**src/rtl/fb_win_pkg.sv**
```systemverilog
package fb_win_pkg;
  typedef enum logic [2:0] {
    SEL_COL_START = 3'd0,
    SEL_COL_END   = 3'd1,
    SEL_ROW_START = 3'd2,
    SEL_ROW_END   = 3'd3,
    SEL_MODE      = 3'd4
  } cfg_sel_e;

  localparam int MODE_BITS = 3;
  localparam int MODE_VERT = 0;
  localparam int MODE_MIRX = 1;
  localparam int MODE_MIRY = 2;
endpackage

```
**src/rtl/fb_win_ptr.sv**
```systemverilog
module fb_win_ptr
  import fb_win_pkg::*;
#(
  parameter int DIM = 132,
  parameter int AW  = 8
) (
  input  logic          clk,
  input  logic          rst,
  input  logic          cfg_we,
  input  logic [2:0]    cfg_sel,
  input  logic [AW-1:0] cfg_val,
  input  logic          start,
  input  logic          step,
  output logic [AW-1:0] cur_x,
  output logic [AW-1:0] cur_y,
  output logic          vert,
  output logic          mir_x,
  output logic          mir_y
);
  localparam logic [AW-1:0] LAST = AW'(DIM - 1);

  logic [AW-1:0] xs_q, xe_q, ys_q, ye_q;
  logic [AW-1:0] xs_n, xe_n, ys_n, ye_n;
  logic [MODE_BITS-1:0] mode_q, mode_n;
  logic [AW-1:0] val_c;
  logic x_end, y_end, reload;

  always_comb begin
    val_c  = (cfg_val > LAST) ? LAST : cfg_val;
    xs_n   = xs_q;
    xe_n   = xe_q;
    ys_n   = ys_q;
    ye_n   = ye_q;
    mode_n = mode_q;
    if (cfg_we) begin
      case (cfg_sel)
        SEL_COL_START: xs_n = val_c;
        SEL_COL_END:   xe_n = val_c;
        SEL_ROW_START: ys_n = val_c;
        SEL_ROW_END:   ye_n = val_c;
        SEL_MODE:      mode_n = cfg_val[MODE_BITS-1:0];
        default: ;
      endcase
    end
  end

  assign reload = cfg_we | start;
  assign x_end  = (cur_x == xe_q) || (cur_x == LAST);
  assign y_end  = (cur_y == ye_q) || (cur_y == LAST);

  always_ff @(posedge clk) begin
    if (rst) begin
      xs_q   <= '0;
      ys_q   <= '0;
      xe_q   <= LAST;
      ye_q   <= LAST;
      mode_q <= '0;
      cur_x  <= '0;
      cur_y  <= '0;
    end else begin
      xs_q   <= xs_n;
      xe_q   <= xe_n;
      ys_q   <= ys_n;
      ye_q   <= ye_n;
      mode_q <= mode_n;
      if (reload) begin
        cur_x <= xs_n;
        cur_y <= ys_n;
      end else if (step) begin
        if (!mode_q[MODE_VERT]) begin
          if (x_end) begin
            cur_x <= xs_q;
            cur_y <= y_end ? ys_q : cur_y + 1'b1;
          end else begin
            cur_x <= cur_x + 1'b1;
          end
        end else begin
          if (y_end) begin
            cur_y <= ys_q;
            cur_x <= x_end ? xs_q : cur_x + 1'b1;
          end else begin
            cur_y <= cur_y + 1'b1;
          end
        end
      end
    end
  end

  assign vert  = mode_q[MODE_VERT];
  assign mir_x = mode_q[MODE_MIRX];
  assign mir_y = mode_q[MODE_MIRY];

  assert_ptr_in_range_R1: assert property (@(posedge clk) disable iff (rst)
    (cur_x <= LAST) && (cur_y <= LAST));

  assert_reload_origin_R7: assert property (@(posedge clk) disable iff (rst)
    reload |=> (cur_x == xs_q) && (cur_y == ys_q));

  assert_row_step_R3: assert property (@(posedge clk) disable iff (rst)
    (step && !reload && !vert && !x_end) |=>
      (cur_x == $past(cur_x) + 1'b1) && $stable(cur_y));

  assert_col_step_R4: assert property (@(posedge clk) disable iff (rst)
    (step && !reload && vert && !y_end) |=>
      (cur_y == $past(cur_y) + 1'b1) && $stable(cur_x));

  assert_window_wrap_R5: assert property (@(posedge clk) disable iff (rst)
    (step && !reload && x_end && y_end) |=>
      (cur_x == xs_q) && (cur_y == ys_q));
endmodule

```
**src/rtl/fb_axis_mirror.sv**
```systemverilog
module fb_axis_mirror #(
  parameter int DIM = 132,
  parameter int AW  = 8
) (
  input  logic          flip,
  input  logic [AW-1:0] logical,
  output logic [AW-1:0] physical
);
  localparam logic [AW-1:0] LAST = AW'(DIM - 1);

  assign physical = flip ? (LAST - logical) : logical;
endmodule

```
**src/rtl/fb_port_arb.sv**
```systemverilog
module fb_port_arb #(
  parameter int AW = 8,
  parameter int DW = 12
) (
  input  logic          clk,
  input  logic          rst,
  input  logic          wr_req,
  input  logic [AW-1:0] wr_x,
  input  logic [AW-1:0] wr_y,
  input  logic [DW-1:0] wr_data,
  input  logic          rd_req,
  input  logic [AW-1:0] rd_x,
  input  logic [AW-1:0] rd_y,
  output logic          ram_en,
  output logic          ram_we,
  output logic [AW-1:0] ram_x,
  output logic [AW-1:0] ram_y,
  output logic [DW-1:0] ram_wdata,
  input  logic [DW-1:0] ram_rdata,
  output logic          rd_valid,
  output logic [DW-1:0] rd_data
);
  logic          pend_q;
  logic [AW-1:0] pend_x, pend_y;
  logic          ret_q;

  always_ff @(posedge clk) begin
    if (rst) begin
      ram_en    <= 1'b0;
      ram_we    <= 1'b0;
      ram_x     <= '0;
      ram_y     <= '0;
      ram_wdata <= '0;
      pend_q    <= 1'b0;
      pend_x    <= '0;
      pend_y    <= '0;
      ret_q     <= 1'b0;
      rd_valid  <= 1'b0;
      rd_data   <= '0;
    end else begin
      if (wr_req) begin
        ram_en    <= 1'b1;
        ram_we    <= 1'b1;
        ram_x     <= wr_x;
        ram_y     <= wr_y;
        ram_wdata <= wr_data;
        if (rd_req) begin
          pend_q <= 1'b1;
          pend_x <= rd_x;
          pend_y <= rd_y;
        end
      end else if (rd_req || pend_q) begin
        ram_en <= 1'b1;
        ram_we <= 1'b0;
        ram_x  <= rd_req ? rd_x : pend_x;
        ram_y  <= rd_req ? rd_y : pend_y;
        pend_q <= 1'b0;
      end else begin
        ram_en <= 1'b0;
        ram_we <= 1'b0;
      end
      ret_q    <= ram_en && !ram_we;
      rd_valid <= ret_q;
      if (ret_q) rd_data <= ram_rdata;
    end
  end

  assert_one_write_R2: assert property (@(posedge clk) disable iff (rst)
    wr_req |=> ram_en && ram_we && (ram_wdata == $past(wr_data)));

  assert_no_stray_write_R2: assert property (@(posedge clk) disable iff (rst)
    !wr_req |=> !ram_we);

  assert_read_now_R8: assert property (@(posedge clk) disable iff (rst)
    (rd_req && !wr_req) |=> ram_en && !ram_we && (ram_x == $past(rd_x)));

  assert_deferred_read_R8: assert property (@(posedge clk) disable iff (rst)
    (pend_q && !wr_req) |=> ram_en && !ram_we);

  assert_read_return_R9: assert property (@(posedge clk) disable iff (rst)
    (ram_en && !ram_we) |=> ##1 rd_valid);
endmodule

```
**src/rtl/fb_win_writer.sv**
```systemverilog
module fb_win_writer #(
  parameter int DIM = 132,
  parameter int AW  = 8,
  parameter int DW  = 12
) (
  input  logic          clk,
  input  logic          rst,
  input  logic          cfg_we,
  input  logic [2:0]    cfg_sel,
  input  logic [AW-1:0] cfg_val,
  input  logic          start,
  input  logic          pix_valid,
  input  logic [DW-1:0] pix_data,
  input  logic          rd_req,
  input  logic [AW-1:0] rd_x,
  input  logic [AW-1:0] rd_y,
  output logic          ram_en,
  output logic          ram_we,
  output logic [AW-1:0] ram_x,
  output logic [AW-1:0] ram_y,
  output logic [DW-1:0] ram_wdata,
  input  logic [DW-1:0] ram_rdata,
  output logic          rd_valid,
  output logic [DW-1:0] rd_data
);
  logic [AW-1:0] lx, ly, px, py;
  logic          vert, mir_x, mir_y;

  fb_win_ptr #(.DIM(DIM), .AW(AW)) u_ptr (
    .clk(clk), .rst(rst), .cfg_we(cfg_we), .cfg_sel(cfg_sel),
    .cfg_val(cfg_val), .start(start), .step(pix_valid),
    .cur_x(lx), .cur_y(ly), .vert(vert), .mir_x(mir_x), .mir_y(mir_y)
  );

  fb_axis_mirror #(.DIM(DIM), .AW(AW)) u_mir_x (
    .flip(mir_x), .logical(lx), .physical(px)
  );

  fb_axis_mirror #(.DIM(DIM), .AW(AW)) u_mir_y (
    .flip(mir_y), .logical(ly), .physical(py)
  );

  fb_port_arb #(.AW(AW), .DW(DW)) u_arb (
    .clk(clk), .rst(rst),
    .wr_req(pix_valid), .wr_x(px), .wr_y(py), .wr_data(pix_data),
    .rd_req(rd_req), .rd_x(rd_x), .rd_y(rd_y),
    .ram_en(ram_en), .ram_we(ram_we), .ram_x(ram_x), .ram_y(ram_y),
    .ram_wdata(ram_wdata), .ram_rdata(ram_rdata),
    .rd_valid(rd_valid), .rd_data(rd_data)
  );

  localparam logic [AW-1:0] LAST = AW'(DIM - 1);

  assert_port_in_range_R1: assert property (@(posedge clk) disable iff (rst)
    ram_en |-> (ram_x <= LAST) && (ram_y <= LAST));

  assert_mirror_pair_R6: assert property (@(posedge clk) disable iff (rst)
    (pix_valid && mir_x) |=> (ram_x == LAST - $past(lx)));
endmodule

```
**config.mk**
```make
export PLATFORM = sky130hd
export DESIGN_NAME = fb_win_writer
export DESIGN_NICKNAME = d
export VERILOG_FILES = /design/src/rtl/fb_win_pkg.sv /design/src/rtl/fb_win_ptr.sv /design/src/rtl/fb_axis_mirror.sv /design/src/rtl/fb_port_arb.sv /design/src/rtl/fb_win_writer.sv
export SDC_FILE = /design/constraint.sdc
export NUM_CORES = 1
export LEC_CHECK = 0
export ABC_AREA = 1
export CORE_MARGIN = 4
export CORE_UTILIZATION = 48
export DETAILED_ROUTE_END_ITERATION = 7
export GPL_TIMING_DRIVEN = 0
export PLACE_DENSITY = 0.77
export REMOVE_ABC_BUFFERS = 1
export SETUP_SLACK_MARGIN = 0.3
export SYNTH_ARGS = -nofsm -noshare
export SYNTH_HDL_FRONTEND = slang
export SYNTH_SLANG_ARGS = --single-unit
```
**constraint.sdc**
```tcl
create_clock -name clk -period 1.5 [get_ports clk]
set_input_delay 0.15 -clock clk [delete_from_list [all_inputs] [get_ports clk]]
set_output_delay 0.15 -clock clk [all_outputs]
set_load 0.02 [all_outputs]
```
==> out/results.ini <==
[route]
drtAntennaViolNets=0
dr.first_iter.drc_count=437
routed_wl_um=16000
num_vias=5666
drcViolationCount=0
wl_per_cell_um=14.8
viasPerCell=5.26
drtPass1Iterations=6

[clocking]
clock_latency_ns=0.35
htree_levels=3
cts-root-buf=clkbuf_16
cts_sinks=112
clk_pin_slew_ns=0.07
cts_tree=done
clockBufferDepth=2
cts_made_buffers=9
hold_buffers=0

[placement]
place_inst=1013
dp_slack_ns=-1.43
gp_congestion=0.866
dpl-instance-area_um2=6610
port_buffers=99
dp_hpwl_um=9610

[timing]
fin_skew_ns=0.00604
fin_tns_setup_ns=-2.03
maxSlewViolCount=0
worst_pin_slew_ns=0.628
fin_crit_sh_pct=112
max_freq_mhz=597
period_minus_slack_ns=1.68
holdWs_ns=0.194
setup_viol=16
rsz0062_at_grt=yes
slew-limit-headroom_pct=58.1
finalHoldViolations=0
setup_slack_ns=-0.176

[floorplan]
die_x_um=116
row_count=39
initial_utilization_pct=49.1
core_area_um2=11400
die-area_um2=13500
top_level_ports=100
dieHeight_um=116

[global_route]
grt_max_degree=59
grt_pass1_vias=5108
grt_overflow=0
grt_usage_pct=22.2
antenna_found_initial=0
grt_pass1_wl_um=24100

[logic_synthesis]
ys_warn_count=0
ys_types=39
postSynth.asyncResetShare_pct=0
yosysTopAreaCell=dfxtp_1
yosys-top-cells-count=nand2_1, dfxtp_1, nor2_1, o21ai_0, inv_1
netlist.area_leader.share_pct=40.0
synth-seq-cells=112
avgSynthCellArea_um2=6.94
synth_seq_area_share_pct=40.0
synth_area_leaders=dfxtp_1, nand2_1, o21ai_0
synth.most_common_cell=nand2_1
synth_edf_count=0
synth_top_flop_cell=dfxtp_1
synth_area_um2=5600
synth_cells=807

[finish]
stdcell_count=1077
diodes=0
final_core_util_pct=67.3
design_area_um2=7690
drive_gt1_share_pct=19.6
nets=994
synthToLayoutAreaGrowth_pct=37.2
reg_top3=u_arb.ram_wdata x12, u_arb.rd_data x12

[power]
leakagePower_nw=3.48
swShare_pct=27.8
p_int_mw=4.99
irDropWorstVdd_mv=0.510
power.density_nw_per_um2=899
power_frac_seq_pct=47.2
clkPwrFrac_pct=33.4
netSwitchingPower_mw=1.92
power.total_mw=6.91
pwr-share-comb_pct=19.4

[setup_path]
crit_fanout=9
rrSetupSlack_ns=-0.18
reg2reg_depth=11
critPathBufInv=3
slowest_stage=dfxtp_4
max_stage_delay_ns=0.37
worstReg2RegEnd=u_ptr.cur_x[2]
critPathKind=flop to flop
r2r_start=u_ptr.cur_y[3]
critPathCaptureType=flop
required_ns=1.74
cp-start-kind=flop
crit_family=simple AND/OR/NAND/NOR gates
path_cells=inv_4, ha_4, inv_4, nor3_4, nand4_4, nand3_4, nand2_8, inv_6, nand2_2, nor2_1, nor2_1
critPathLaunch=u_ptr.cur_y[3]
arrival_ns=1.92

[run]
maxCapViolCount=0

[min_path]
hold-path-endpoint=u_ptr.mode_q[2]
hp-class=input port to flop
worst_hold_startpoint=cfg_val[2]
holdPathStages=3

[outcome]
violations=negative setup slack
status=finished with violations

[worst register-to-register path: stages, from the launching register on]
cell	delay, ns
dfxtp_4	0.37
inv_4	0.07
ha_4	0.14
inv_4	0.04
nor3_4	0.17
nand4_4	0.22
nand3_4	0.16
nand2_8	0.10
inv_6	0.10
nand2_2	0.05
nor2_1	0.12
nor2_1	0.05
[logic make-up after synthesis]
group / Yosys count / share of synthesized area [%]
simple gates: 329 / 25.8
xor+xnor: 20 / 3.13
buf+inv: 142 / 10.2
flops: 112 / 40.0
compound gates: 198 / 19.4
fa+ha+maj: 6 / 1.34
[placed cells by master, fill, tap and decap left out, types with 5 or more instances in the layout]
| cell type | count |
|---|---|
| clkdlybuf4s50_1 | 44 |
| nand2_4 | 7 |
| dfxtp_4 | 6 |
| buf_4 | 28 |
| dlymetal6s2s_1 | 7 |
| a22o_1 | 8 |
| a31oi_1 | 6 |
| clkdlybuf4s15_1 | 14 |
| nor2_1 | 94 |
| inv_4 | 8 |
| dlygate4sd2_1 | 30 |
| nor2_2 | 15 |
| clkinv_2 | 5 |
| o21ai_2 | 7 |
| clkbuf_16 | 9 |
| nor3_4 | 6 |
| o21ai_0 | 95 |
| nor2_4 | 7 |
| o211ai_1 | 5 |
| buf_6 | 15 |
| inv_2 | 8 |
| or2_2 | 5 |
| xnor2_1 | 7 |
| inv_1 | 81 |
| nand2_2 | 12 |
| xor2_1 | 13 |
| nand2_1 | 138 |
| o21ai_1 | 10 |
| dfxtp_2 | 8 |
| a21oi_1 | 56 |
| dfxtp_1 | 98 |
| nand3_1 | 33 |
[worst max-delay path by stage]
| stage | to | depth (start not counted) | slack, ns |
|---|---|---|---|
| final | u_ptr.cur_x[2] | 11 | -0.18 |
| after global placement | u_arb.ram_x[6] | 3 | -2.79 |
| after CTS | u_ptr.cur_x[1] | 10 | -0.14 |
| after detailed placement | u_ptr.cur_y[7] | 9 | -1.43 |
| after global routing | u_ptr.cur_y[2] | 11 | -0.30 |
| after floorplan | u_ptr.cur_x[1] | 8 | -0.62 |
[routing by layer]
metal / global-route usage (%) / part of all wire [%] / vias to the layer above
li1: - / - / 2855
met1: 29.7 / 44 / 2515
met2: 35.6 / 46 / 253
met3: 4.07 / 7.9 / 43
met4: 9.13 / 2.7 / 0
met5: 0 / 0 / -
[timing repair]
| item | CTS | global route |
|---|---|---|
| pin swaps | 17 | 22 |
| resized for setup | 141 | 89 |
| hold endpoints to repair | 0 | 0 |
| setup endpoints to repair | 152 | 101 |
| gates cloned | 3 | 3 |
| setup buffers | 23 | 21 |
[power groups by stage]
stage / clock (mW) / sequential, mW / combinational [mW]
4_1_cts: 2.35 / 3.25 / 1.20
5_1_grt: 2.44 / 3.28 / 1.48
3_3_place_gp: 0 / 3.33 / 1.09
6_report: 2.31 / 3.26 / 1.34
3_5_place_dp: 0 / 3.33 / 1.10
2_1_floorplan: 0 / 3.39 / 0.540
[cell type report]
class / instances / area (um^2)
Timing Repair inverter: 3 / 17.5
Clock inverter: 5 / 50.0
Inverter: 104 / 455
Fill cell: 960 / 3730
Clock buffer: 9 / 225
Multi-Input combinational cell: 556 / 3090
Timing Repair Buffer: 145 / 1390
Sequential cell: 112 / 2270
Tap cell: 143 / 179
(Power assumes the default switching activity.)
